--- src/rtl/bcd_alarm_pkg.sv ---
package bcd_alarm_pkg;
  localparam int WORD_W     = 32;
  localparam int NUM_FIELDS = 4;
  localparam int ADR_ALARM  = 0;
  localparam int ADR_CTRL   = 1;
  localparam int ADR_STAT   = 2;
  localparam int ADR_CLR    = 3;
  localparam int ARM_BIT    = 8;
  localparam int IE_BIT     = 12;
  localparam logic [WORD_W-1:0] WORD_KEEP = 32'hBFFF_FFFF;

  function automatic int fld_lo(input int i);
    return 8 * i;
  endfunction

  function automatic int fld_w(input int i);
    return (i == 3) ? 6 : 7;
  endfunction

  function automatic int fld_mask(input int i);
    return (i == 3) ? 31 : 8 * i + 7;
  endfunction
endpackage

--- src/rtl/bcd_alarm_regs.sv ---
module bcd_alarm_regs
  import bcd_alarm_pkg::*;
#(
  parameter int ADDR_W = 2
) (
  input  logic              clk,
  input  logic              rst,
  input  logic              bus_wr,
  input  logic [ADDR_W-1:0] bus_addr,
  input  logic [WORD_W-1:0] bus_wdata,
  input  logic [ADDR_W-1:0] bus_raddr,
  input  logic              flag,
  output logic [WORD_W-1:0] alarm_word,
  output logic              arm,
  output logic              ie,
  output logic              ie_nxt,
  output logic              clr_hit,
  output logic [WORD_W-1:0] bus_rdata
);
  logic wr_alarm, wr_ctrl;

  assign wr_alarm = bus_wr && (bus_addr == ADDR_W'(ADR_ALARM));
  assign wr_ctrl  = bus_wr && (bus_addr == ADDR_W'(ADR_CTRL));
  assign clr_hit  = bus_wr && (bus_addr == ADDR_W'(ADR_CLR)) && bus_wdata[0];
  assign ie_nxt   = wr_ctrl ? bus_wdata[IE_BIT] : ie;

  always_ff @(posedge clk) begin
    if (rst) begin
      alarm_word <= '0;
      arm        <= 1'b0;
      ie         <= 1'b0;
    end else begin
      if (wr_alarm && !arm) alarm_word <= bus_wdata & WORD_KEEP;
      if (wr_ctrl) arm <= bus_wdata[ARM_BIT];
      ie <= ie_nxt;
    end
  end

  logic [WORD_W-1:0] rd_mux;
  always_comb begin
    rd_mux = '0;
    if (bus_raddr == ADDR_W'(ADR_ALARM)) rd_mux = alarm_word;
    else if (bus_raddr == ADDR_W'(ADR_CTRL)) begin
      rd_mux[ARM_BIT] = arm;
      rd_mux[IE_BIT]  = ie;
    end else if (bus_raddr == ADDR_W'(ADR_STAT)) rd_mux[0] = flag;
  end

  always_ff @(posedge clk) begin
    if (rst) bus_rdata <= '0;
    else     bus_rdata <= rd_mux;
  end
endmodule

--- src/rtl/bcd_alarm_match.sv ---
module bcd_alarm_match
  import bcd_alarm_pkg::*;
(
  input  logic [WORD_W-1:0] alarm_word,
  input  logic [WORD_W-1:0] now_word,
  output logic              match
);
  logic [NUM_FIELDS-1:0] hit;

  for (genvar i = 0; i < NUM_FIELDS; i++) begin : g_fld
    localparam int LO = fld_lo(i);
    localparam int W  = fld_w(i);
    localparam int MB = fld_mask(i);
    assign hit[i] = alarm_word[MB] || (alarm_word[LO +: W] == now_word[LO +: W]);
  end

  assign match = &hit;
endmodule

--- src/rtl/bcd_alarm_flag.sv ---
module bcd_alarm_flag (
  input  logic clk,
  input  logic rst,
  input  logic tick,
  input  logic arm,
  input  logic match,
  input  logic clr_hit,
  input  logic ie_nxt,
  output logic flag,
  output logic irq
);
  logic flag_nxt;

  assign flag_nxt = (flag && !clr_hit) || (tick && arm && match);

  always_ff @(posedge clk) begin
    if (rst) begin
      flag <= 1'b0;
      irq  <= 1'b0;
    end else begin
      flag <= flag_nxt;
      irq  <= flag_nxt && ie_nxt;
    end
  end
endmodule

--- src/rtl/bcd_alarm_unit.sv ---
module bcd_alarm_unit
  import bcd_alarm_pkg::*;
#(
  parameter int ADDR_W = 2
) (
  input  logic              clk,
  input  logic              rst,
  input  logic              bus_wr,
  input  logic [ADDR_W-1:0] bus_addr,
  input  logic [31:0]       bus_wdata,
  input  logic [ADDR_W-1:0] bus_raddr,
  output logic [31:0]       bus_rdata,
  input  logic              sec_tick,
  input  logic [6:0]        now_sec,
  input  logic [6:0]        now_min,
  input  logic [5:0]        now_hour,
  input  logic              now_pm,
  input  logic [5:0]        now_date,
  output logic              alarm_flag,
  output logic              alarm_irq
);
  logic [WORD_W-1:0] alarm_word, now_word;
  logic arm, ie, ie_nxt, clr_hit, match;

  assign now_word = {2'b00, now_date, 1'b0, now_pm, now_hour,
                     1'b0, now_min, 1'b0, now_sec};

  bcd_alarm_regs #(.ADDR_W(ADDR_W)) u_regs (
    .clk(clk), .rst(rst), .bus_wr(bus_wr), .bus_addr(bus_addr),
    .bus_wdata(bus_wdata), .bus_raddr(bus_raddr), .flag(alarm_flag),
    .alarm_word(alarm_word), .arm(arm), .ie(ie), .ie_nxt(ie_nxt),
    .clr_hit(clr_hit), .bus_rdata(bus_rdata)
  );

  bcd_alarm_match u_match (
    .alarm_word(alarm_word), .now_word(now_word), .match(match)
  );

  bcd_alarm_flag u_flag (
    .clk(clk), .rst(rst), .tick(sec_tick), .arm(arm), .match(match),
    .clr_hit(clr_hit), .ie_nxt(ie_nxt), .flag(alarm_flag), .irq(alarm_irq)
  );
endmodule

--- config.mk ---
export PLATFORM = sky130hd
export DESIGN_NAME = bcd_alarm_unit
export DESIGN_NICKNAME = d
export VERILOG_FILES = /design/src/rtl/bcd_alarm_pkg.sv /design/src/rtl/bcd_alarm_regs.sv /design/src/rtl/bcd_alarm_match.sv /design/src/rtl/bcd_alarm_flag.sv /design/src/rtl/bcd_alarm_unit.sv
export SDC_FILE = /design/constraint.sdc
export NUM_CORES = 1
export LEC_CHECK = 0
export BUFFER_PORTS_ARGS = -buffer_cell sky130_fd_sc_hd__clkbuf_2
export CORE_MARGIN = 5
export CORE_UTILIZATION = 25
export DETAILED_ROUTE_END_ITERATION = 8
export HOLD_SLACK_MARGIN = 0.15
export SYNTH_ARGS = -nofsm -noshare
export SYNTH_HDL_FRONTEND = slang
export SYNTH_SLANG_ARGS = --single-unit
export TNS_END_PERCENT = 10
--- constraint.sdc ---
create_clock -name clk -period 2.45 [get_ports clk]
set_input_delay 0.1225 -clock clk [delete_from_list [all_inputs] [get_ports clk]]
set_output_delay 0.1225 -clock clk [all_outputs]
set_load 0.01 [all_outputs]
==> impl_metrics.csv <==
group,metric,value,unit
pwr,seqPwrFrac,45.1,%
clock_network,clk_pin_slew_worst_paths,70,ps
drt,ant_nets,0,
synth,synth_seq_cells,66,
worst_setup_path,crit_chain,"or3_1 -> nand2_1 -> a21oi_1",
synth,syn_area,2390,sq um
hold_path,min_path_type,"input pin to flop",
sta,finalCritPeriodShare,72.3,%
synth,ys_seq_area_share,55.3,%
synth,synth_area_leaders,"dfxtp_1 (55%), nand2_1 (9.9%), and2_1 (7.3%)",
pwr,p_clk_share,46.4,%
clock_network,htree_levels,3,
clock_network,root_buffer,"clkbuf_8",
drt,first_pass_iters,4,
synth,ys_types,25,
pwr,pwr-share-comb,8.4,%
outcome,status,"complete, no violations",
synth,post-synth-top-count-cell,"dfxtp_1",
floorplanning,rows,35,
synth,synth_cells,258,
worst_setup_path,arrival,2030,ps
drt,drtIter0Drc,78,
synth,ys_async_sr_fraction,0,%
drt,wirelength,6830,um
synth,synth_top_area_share,55.3,%
clock_network,clock_latency,330,ps
worst_setup_path,crit_path_start_kind,"flop",
drt,vias_per_cell,4.07,
global_route,grt_pass1_wl,11100,um
sta,grt_setup_unrepaired,"false",
floorplanning,dieHeight,108,um
synth,yosysWarnings,0,
worst_setup_path,slowest_delay,950,ps
pwr,p_sw_share,21.2,%
pwr,p_leak,1.60,nW
cells_and_area,area_delta_synth_final,51.0,%
clock_network,cts_resized,0,
synth,synth_top_area_cell,"dfxtp_1",
pwr,total_power,2.46,mW
floorplanning,die_area,11600,sq um
synth,synth_flop_cell,"dfxtp_1",
clock_network,ctsLongestPathBuffers,2,
worst_setup_path,critical_path_class,"flop to flop",
synth,synth_edf_count,0,
synth,synth_common_cells,"dfxtp_1 (66), nand2_1 (63), a21oi_1 (31)",
pwr,p_int,1.94,mW
worst_setup_path,cp-end-kind,"flop",
global_route,antenna_found_initial,0,
drt,via_count,2132,
sta,min_period,1770,ps
sta,setup_ws,679,ps
sta,fmax,0.565,GHz
run,cap_violations,0,
worst_setup_path,crit_slowest_cell,"or3_1",
clock_network,cts_made_buffers,9,
worst_setup_path,worstPathRequired,2710,ps
global_route,grt_pass1_vias,2262,
floorplanning,io_pins,101,
floorplanning,die_x,108,um
sta,clock_skew,6.69,ps
clock_network,cts_tree,"done",
sta,worst_slew_pin_slew,1190,ps
sta,setup_tns,0,ps
synth,syn_nets,325,
global_route,grt_max_degree,38,
sta,relSlewSlack,20.9,%
place,dp_slack,686,ps
place,dp_hpwl,4720,um
cells_and_area,final_layout_size_suffix_gt1_share,30.6,%
synth,synth_area_per_cell,9.26,sq um
worst_setup_path,path_delay_family,"simple AND/OR/NAND/NOR gates",
sta,finalSetupViolations,0,
sta,finalMaxSlewViolations,0,
floorplanning,core_area,9280,sq um
worst_setup_path,crit_buf_inv,0,
global_route,grt_usage,12.5,%
drt,routedWlPerCell,13.0,um
worst_setup_path,critPathMaxFanout,31,
place,io_buffer_count,98,
pwr,p_switching,0.523,mW
place,place_congestion,0.790,
drt,drc,0,
global_route,grt_overflow,0,
pwr,max-vdd-ir-drop,0.299,mV
cells_and_area,nets,457,
floorplanning,start_util,25.7,%
pwr,p_per_area,682,nW/um^2
clock_network,cts_num_sinks,66,
sta,hold_viol_final,0,
cells_and_area,n_antenna_cell,0,
worst register-to-register path: stages, from the launching register on:
cell and delay [ps]:
dfxtp_1 440, or3_1 950, nand2_1 120, a21oi_1 180
repair_timing:
action | 4_1_cts | 5_1_grt
hold buffers | 34 | 0
endpoints found under the hold margin | 43 | 0
buffers inserted | 0 | 0
layout make-up:
type                    count  area (sq um)
fillers                   980          5670
flip-flops and latches     66          1320
multi-input cells         178          1020
repair buffers            135           853
well taps                 129           161
clock buffers              11           151
clock inverters             5           100
registers in the layout, indices dropped and copies added, names as in the netlist:
name               flops
u_regs.ie              1
u_regs.arm             1
u_flag.irq             1
u_regs.bus_rdata      31
u_flag.flag            1
u_regs.alarm_word     31
cells in the final DEF (no fill, tap or decap), types with 2 or more instances in the layout:
cell           netlist  final
nor2_1               3      3
nor3_1               5      3
clkinv_2             0      2
xnor2_1             13     13
dfxtp_1             66     66
a41oi_1              3      3
a21oi_1             31     31
xor2_1              14     14
clkbuf_8             0     11
and2_1              28     28
nor4_1               2      2
buf_4                1      3
dlygate4sd3_1        0     34
mux2i_1              5      5
nor3_2               0      2
bufinv_16            0      3
clkbuf_2             0     98
nand2_1             63     63
stage by stage:
step / utilization, % / std cells / hold WS (ps) / instance area, sq um
2_1_floorplan: - / 258 / 202 / 2390
3_3_place_gp: 32.5 / 474 / 349 / 3020
3_5_place_dp: 32.5 / 474 / 353 / 3020
4_1_cts: 38.9 / 524 / 202 / 3610
5_1_grt: 38.9 / 524 / 241 / 3610
6_report: 38.9 / 524 / 232 / 3610
path summary, 6_finish.rpt:
kind	from	end	slack [ps]	cells after the start
max	u_regs.arm	u_regs.alarm_word[1]	680	3
min	sec_tick	u_flag.flag	230	4
max reg2reg	u_regs.arm	u_regs.alarm_word[1]	680	3
min reg2reg	u_regs.alarm_word[7]	u_regs.alarm_word[7]	480	2
power by group through the flow:
stage	sequential [mW]	clock [mW]	combinational [mW]
final	1.11	1.14	0.208
after CTS	1.11	1.18	0.209
after floorplan	1.13	0	0.0811
after detailed placement	1.14	0	0.165
after global placement	1.13	0	0.165
after global routing	1.11	1.23	0.232
cells by family (layout without fill, tap and decap cells):
family	after synthesis	count (layout)	share of synthesized area [%]
other cells	1	1	0.157
mux	5	5	2.09
xor+xnor	27	27	9.90
simple gates	108	108	21.5
buf+inv	14	151	2.36
flops	66	66	55.3
compound gates	37	37	8.74
layer usage:
layer	part of all wire (%)	vias up	track usage, %	wire [um]
li1	-	1098	-	-
met1	44	961	14.7	3030
met2	49	61	21.4	3340
met3	4.9	12	3.18	336
met4	1.8	0	5.41	123
met5	0	-	0	0
(Power assumes the default switching activity.)
